--- config.mk ---
export PLATFORM = sky130hd
export DESIGN_NAME = halfword_adjust_unit
export DESIGN_NICKNAME = d
export VERILOG_FILES = /design/src/rtl/halfword_adjust_unit.sv
export SDC_FILE = /design/constraint.sdc
export NUM_CORES = 1
export LEC_CHECK = 0
export ABC_AREA = 1
export BUFFER_PORTS_ARGS = -buffer_cell sky130_fd_sc_hd__buf_2
export CAP_MARGIN = 20
export CORE_ASPECT_RATIO = 1.1
export CORE_MARGIN = 3
export CORE_UTILIZATION = 37
export DETAILED_ROUTE_END_ITERATION = 7
export PLACE_DENSITY = 0.73
export SLEW_MARGIN = 10
export SYNTH_ARGS = -nofsm -noshare
export SYNTH_HDL_FRONTEND = slang
export SYNTH_SLANG_ARGS = --single-unit
--- constraint.sdc ---
create_clock -name clk -period 2.3 [get_ports clk]
set_clock_uncertainty 0.15 [all_clocks]
set_input_delay 0.115 -clock clk [delete_from_list [all_inputs] [get_ports clk]]
set_output_delay 0.115 -clock clk [all_outputs]
set_load 0.03 [all_outputs]
--- src/rtl/halfword_adjust_unit.sv ---
module halfword_adjust_unit #(
  parameter int HALF_W = 18
) (
  input  logic                  clk,
  input  logic                  rst,
  input  logic                  in_valid,
  input  logic                  op_sel,
  input  logic [2*HALF_W-1:0]   operand,
  input  logic [HALF_W-1:0]     amount,
  output logic                  out_valid,
  output logic [2*HALF_W-1:0]   result,
  output logic                  loop_go,
  output logic                  trap_ovf
);
  localparam int WORD_W = 2 * HALF_W;
  localparam int MSB    = WORD_W - 1;

  logic [HALF_W-1:0] addend;
  logic [HALF_W-1:0] hi_sum, lo_sum;
  logic [WORD_W-1:0] next_word;
  logic              mode_q;

  assign addend    = op_sel ? amount : HALF_W'(1);
  assign hi_sum    = operand[WORD_W-1:HALF_W] + addend;
  assign lo_sum    = operand[HALF_W-1:0] + addend;
  assign next_word = {hi_sum, lo_sum};

  always_ff @(posedge clk) begin
    if (rst) begin
      out_valid <= 1'b0;
      result    <= '0;
      loop_go   <= 1'b0;
      trap_ovf  <= 1'b0;
      mode_q    <= 1'b0;
    end else begin
      out_valid <= in_valid;
      if (in_valid) begin
        result   <= next_word;
        mode_q   <= op_sel;
        loop_go  <= !op_sel && next_word[MSB];
        trap_ovf <= op_sel && (next_word[MSB] != operand[MSB]);
      end
    end
  end

  AST_STEP_LOW: assert property (@(posedge clk) disable iff (rst)
    (!$past(rst) && $past(in_valid) && !$past(op_sel)) |->
      result[HALF_W-1:0] == $past(operand[HALF_W-1:0]) + HALF_W'(1));
  AST_NO_CROSS_CARRY: assert property (@(posedge clk) disable iff (rst)
    (!$past(rst) && $past(in_valid) && !$past(op_sel)) |->
      result[WORD_W-1:HALF_W] == $past(operand[WORD_W-1:HALF_W]) + HALF_W'(1));
  AST_ADJ_HI: assert property (@(posedge clk) disable iff (rst)
    (!$past(rst) && $past(in_valid) && $past(op_sel)) |->
      result[WORD_W-1:HALF_W] == $past(operand[WORD_W-1:HALF_W]) + $past(amount));
  AST_SIGN_TRAP: assert property (@(posedge clk) disable iff (rst)
    (out_valid && mode_q) |-> trap_ovf == (result[MSB] != $past(operand[MSB])));
  AST_STEP_NO_TRAP: assert property (@(posedge clk) disable iff (rst)
    (out_valid && !mode_q) |-> !trap_ovf && (loop_go == result[MSB]));
  AST_ADJ_NO_LOOP: assert property (@(posedge clk) disable iff (rst)
    (out_valid && mode_q) |-> !loop_go);
  AST_PULSE: assert property (@(posedge clk) disable iff (rst)
    !$past(rst) |-> out_valid == $past(in_valid));
  AST_HOLD: assert property (@(posedge clk) disable iff (rst)
    (!$past(rst) && !$past(in_valid)) |-> ($stable(result) && $stable(trap_ovf) && $stable(loop_go)));
endmodule

==> impl_metrics.toml, run 1 <==
[min_path]
hp-class = "primary input to register"
min-delay-start = "operand[18]"
min_to = "result[18]$_SDFFE_PP0P_"
min_path_cells = 4

[setup_path]
reg2regPathDepth = 4
end_kind = "register"
crit_fanout = 17
cp.arrival_ns = 2.14
critPathRequiredTime_ns = 2.35
worstReg2RegEnd = "result[12]$_SDFFE_PP0P_"
r2r_start = "result[12]$_SDFFE_PP0P_"
worstSetupPathType = "primary input to register"
start_kind = "primary input"
worst-r2r-setup-slack_ns = 1.46

[routing]
drt_first_pass_iters = 5
met2_length_um = 4897
num_vias = 3991
vias_per_cell = 5.046
wl_per_cell_um = 13.79
top_layer_used = "met4"
wirelength_um = 10900
drcViolationCount = 0
wl_met1_um = 5190
ant_nets = 0
drtIter0Drc = 183
met3_length_um = 661

[place]
gp_congestion = 0.8905
place_hpwl_um = 9168
io_buffers = 96
preCtsSetupSlack_ns = -0.02573
dpl-instance-area_um2 = 4344

[synth]
synth_cells = 549
synth_edf_count = 0
yosys-top-cells-count = "nand2_1, inv_1, nor2_1"
synth_top_area_share_pct = 22.31
ys_types = 39
synth_top_area_cell = "dfxtp_1"
ys_warn_count = 0
yosysMostFrequentCell = "nand2_1"
synth.yosys.seq_area_share_pct = 22.31
synth_ff_type = "dfxtp_1"
synthTopCellsByArea = "dfxtp_1, nand2_1, ha_1"
syn_nets = 639
syn_avg_cell_area_um2 = 6.375
synth-async-reset-ratio_pct = 0
ys_ff_latch = 39
netlist_area_um2 = 3500

[power_and_ir_drop]
power_density_nw_per_um2 = 518.6
max-vdd-ir-drop_uv = 240.8
power_leakage_uw = 0.002593

[job]
drv_cap = 0

[timing]
postLayoutSetupSlackWorst_ns = 0.2128
tightest_slew_ns = 0.7045
hold_viol = 0
fmax_mhz = 479.1
rsz0062_at_grt = "false"
final_max_slew_viol_count = 0
whs_ns = 0.03542
setup_viol = 0
period_needed_ns = 2.087
maxSlewHeadroom_pct = 52.98
setup_tns_ns = 0
fin_crit_sh_pct = 90.75

[floorplan]
dieWidth_um = 98.73
core-area_um2 = 9054
die_h_um = 108
row_count = 36
ios = 97
start_util_pct = 38.65
die_area_um2 = 10660

[cells_and_area]
num-nets-final = 766
insertedDiodeCount = 0
multi_input_area_um2 = 2320
final.fill_count = 938
syn_to_final_growth_pct = 27.35
drive_gt1_share_pct = 26.14
seqCellArea_um2 = 780.7
postLayoutCellArea_um2 = 4457

[clock_tree]
postCtsHoldBufs = 0
clock_path_buffers = 2
cts_root_buf = "clkbuf_8"
cts.sinks = 39
cts_tree = "done"
cts_setup_buffers = 0
clk_pin_slew_ns = 0.09
cts_resized = 0
clock_latency_ns = 0.30
cts_made_buffers = 5
htree_levels = 2

[grt]
grt_max_degree = 29
track_usage_pct = 21.20
grt_pass1_vias = 4059
grt_first_pass_wirelength_um = 18630
gr-total-overflow = 0
antenna_found_initial = 0

[run_status]
status = "finished clean"
## area by class of cell
class / instances / share of cell area (%)
Multi-Input combinational cell: 410 / 52.05
Sequential cell: 39 / 17.52
Timing Repair Buffer: 134 / 17.46
Inverter: 86 / 7.243
Tap cell: 114 / 3.200
Clock buffer: 5 / 1.544
Clock inverter: 3 / 0.9826
## worst max path at each step
stage	cells after the start	from	to	slack [ns]
detailed placement	15	op_sel	result[17]$_SDFFE_PP0P_	-0.03
finish	15	op_sel	result[17]$_SDFFE_PP0P_	0.21
CTS	15	op_sel	result[17]$_SDFFE_PP0P_	0.28
floorplan	18	op_sel	result[34]$_SDFFE_PP0P_	0.16
global placement	15	op_sel	result[17]$_SDFFE_PP0P_	-0.02
global route	18	op_sel	result[34]$_SDFFE_PP0P_	0.01
## where the power goes
part / switching (uW) / internal [uW] / leakage, uW
registers: 30.1 / 736 / 0.000324
logic: 590 / 352 / 0.00221
clock network: 279 / 324 / 0.0000581
## placed cells by master (no fill, tap or decap), types with 5 or more instances in the layout
cell type	instances
dfxtp_1	39
inv_1	86
nand3_1	38
xor2_1	11
a31oi_1	6
nand2_1	104
nor2_1	67
a21oi_1	44
nand2_2	14
buf_4	37
clkbuf_8	5
buf_2	96
nor3_1	6
ha_1	30
o21ai_0	37
## critical path: stages
cell,delay [ns]
buf_2,0.13
buf_12,0.15
nand2_1,0.06
inv_1,0.06
ha_1,0.36
nand2_1,0.11
nor2_1,0.18
inv_1,0.08
nor4_1,0.31
buf_4,0.19
nand3_1,0.09
nand4_1,0.11
nand3_1,0.08
nand2_1,0.07
inv_1,0.03
## sequential cells by signal (all words and copies together) (netlist names)
| register | cells |
|---|---|
| result | 36 |
| loop_go | 1 |
| trap_ovf | 1 |
| out_valid | 1 |
## metrics by stage
step           power (uW)  cells  util, %
5_1_grt              2470    791    49.23
3_3_place_gp         1714    783    47.98
6_report             2311    791    49.23
3_5_place_dp         1721    783    47.98
2_1_floorplan        1398    549        -
4_1_cts              2327    791    49.23
## logic make-up (layout without fill, tap and decap cells)
logic type	after synthesis	after routing	share of synthesized area (%)
AND/OR/NAND/NOR	249	249	31.64
AO/OA/AOI/OAI	114	114	19.02
buffers and inverters	100	228	11.40
flip-flops	39	39	22.31
adder cells (fa/ha/maj)	32	32	11.87
XOR/XNOR	15	15	3.754
## per-layer routing
metal  track usage [%]  up-vias
met1             28.43     1788
met5                 0        -
met2             35.36      148
met3             3.548       13
met4             5.659        0
li1                  -     2042
(Power assumes the default switching activity.)
==> run 2: changes to the inputs <==
PLACE_DENSITY = 0.71   (was 0.73)
clock period = 2.4 ns   (was 2.3 ns; I/O delays follow)
==> run 2 against run 1 <==
Effect of this change: setup slack improved by 0.051 ns; die area is the same; via count fell by 2.7%; clock-buffer cell count unchanged; largest power group unchanged; worst hold slack got worse by 0.0043 ns; non-clock buffer count is 21 lower; wire length is 0.55% lower; highest routed layer unchanged.
==> impl_metrics.toml, run 2 (synthesized netlist as in run 1, its figures left out) <==
[run_status]
status = "finished clean"

[setup_path]
crit_family = "simple AND/OR/NAND/NOR gates"
cpMaxStageDelayCell = "ha_1"
cp_num_buf_inv = 6
critPathRequiredTime_ns = 2.46
cp.arrival_ns = 2.19
crit_chain = "buf_2 -> buf_12 -> nand2_1 -> inv_1 -> ha_1 -> nand2_1 -> nor2_1 -> inv_1 -> nor4_1 -> buf_4 -> nand3_1 -> nand4_1 -> nand3_1 -> nand2_1 -> inv_1"
end_kind = "register"
worstSetupPathType = "primary input to register"
crit_fanout = 18
critPathMaxStageDelay_ns = 0.37
start_kind = "primary input"

[routing]
drtIter0Drc = 183
num_vias = 3882
ant_nets = 0
vias_per_cell = 5.042
drcViolationCount = 0
drt_first_pass_iters = 5
wl_per_cell_um = 14.08
wirelength_um = 10840

[cells_and_area]
final_common_cell = "nand2_1"
insertedDiodeCount = 0
final.fill_count = 987
syn_to_final_growth_pct = 23.20
final_cell_mix = "nand2_1, buf_2, inv_1, nor2_1, a21oi_1"
top_register = "result"
multi_input_area_um2 = 2320
postLayoutCellArea_um2 = 4312
largest_register_ffs = 36
drive_gt1_share_pct = 23.78
final_core_util_pct = 47.62
seqCellArea_um2 = 780.7
num-nets-final = 745

[floorplan]
ios = 97
core-area_um2 = 9054
dieWidth_um = 98.73
die_h_um = 108
start_util_pct = 38.65
row_count = 36
die_area_um2 = 10660

[timing]
rsz0062_at_grt = "false"
period_needed_ns = 2.136
setup_tns_ns = 0
fin_crit_sh_pct = 89.00
final_max_slew_viol_count = 0
whs_ns = 0.03116
hold_viol = 0
tightest_slew_ns = 0.7232
setup_viol = 0
postLayoutSetupSlackWorst_ns = 0.2640
fmax_mhz = 468.2
maxSlewHeadroom_pct = 51.74

[grt]
grt_max_degree = 41
grt_first_pass_wirelength_um = 17970
antenna_found_initial = 0
track_usage_pct = 20.58
grt_pass1_vias = 3706
gr-total-overflow = 0

[min_path]
hp-class = "primary input to register"

[power_and_ir_drop]
p_int_uw = 1323
power_density_nw_per_um2 = 504.7
swShare_pct = 39.21
power_leakage_uw = 0.002498
max-vdd-ir-drop_uv = 236.3
p_sw_uw = 853.4
seqPwrFrac_pct = 33.7
comb_power_share_pct = 39.9
power_frac_clock_pct = 26.4

[clock_tree]
clock_latency_ns = 0.30
cts_resized = 0
cts_tree = "done"
cts_root_buf = "clkbuf_8"
cts_made_buffers = 5
postCtsHoldBufs = 0
clock_path_buffers = 2
htree_levels = 2
clk_pin_slew_ns = 0.09
cts_setup_buffers = 0
cts.sinks = 39

[place]
gp_congestion = 0.9196
preCtsSetupSlack_ns = 0.05104
io_buffers = 96
place_hpwl_um = 8892
dpl-instance-area_um2 = 4199

[job]
drv_cap = 0
## run 2: changes by cell type in the layout (fill, tap and decap cells not counted)
cell    before  now
buf_12       1    2
buf_4       37   15
## run 2: worst paths after layout
kind	startpoint	end	slack, ns	cells after the start
worst max register to register	result[6]$_SDFFE_PP0P_	result[6]$_SDFFE_PP0P_	1.56	4
worst max-delay path	op_sel	result[17]$_SDFFE_PP0P_	0.26	15
worst min register to register	result[35]$_SDFFE_PP0P_	result[35]$_SDFFE_PP0P_	0.32	2
worst min-delay path	operand[18]	result[18]$_SDFFE_PP0P_	0.03	4
## run 2: through the flow
| stage | power, uW | cells |
|---|---|---|
| after detailed placement | 1612 | 762 |
| after CTS | 2195 | 770 |
| after global placement | 1602 | 762 |
| after floorplan | 1339 | 549 |
| after global routing | 2321 | 770 |
| final | 2176 | 770 |
## run 2: power by group through the flow
stage / Combinational [uW] / Clock, uW / Sequential, uW
after floorplan: 477 / 0 / 863
after global placement: 854 / 0 / 748
after detailed placement: 862 / 0 / 749
after global routing: 970 / 610 / 741
final: 868 / 574 / 734
after CTS: 867 / 593 / 734
## run 2: layer usage
metal	wire (um)	part of all wire (%)	vias to the layer above	GRT usage [%]
met1	5046	47	1697	28.76
li1	-	-	1996	-
met2	4684	43	167	32.95
met5	0	0	-	0
met4	250	2.3	0	6.537
met3	863	8.0	22	2.710
## run 2: area by class of cell
type / count / share of cell area [%]
sequential: 39 / 18.11
clock inverter: 3 / 1.016
clock buffer: 5 / 1.596
inverter: 86 / 7.487
tap: 114 / 3.308
multi-input combinational: 410 / 53.80
timing repair buffer: 113 / 14.68
## run 2: worst min-delay path: stages
cell	delay, ns
buf_2	0.08
ha_1	0.12
nor2_1	0.04
nor2_1	0.08
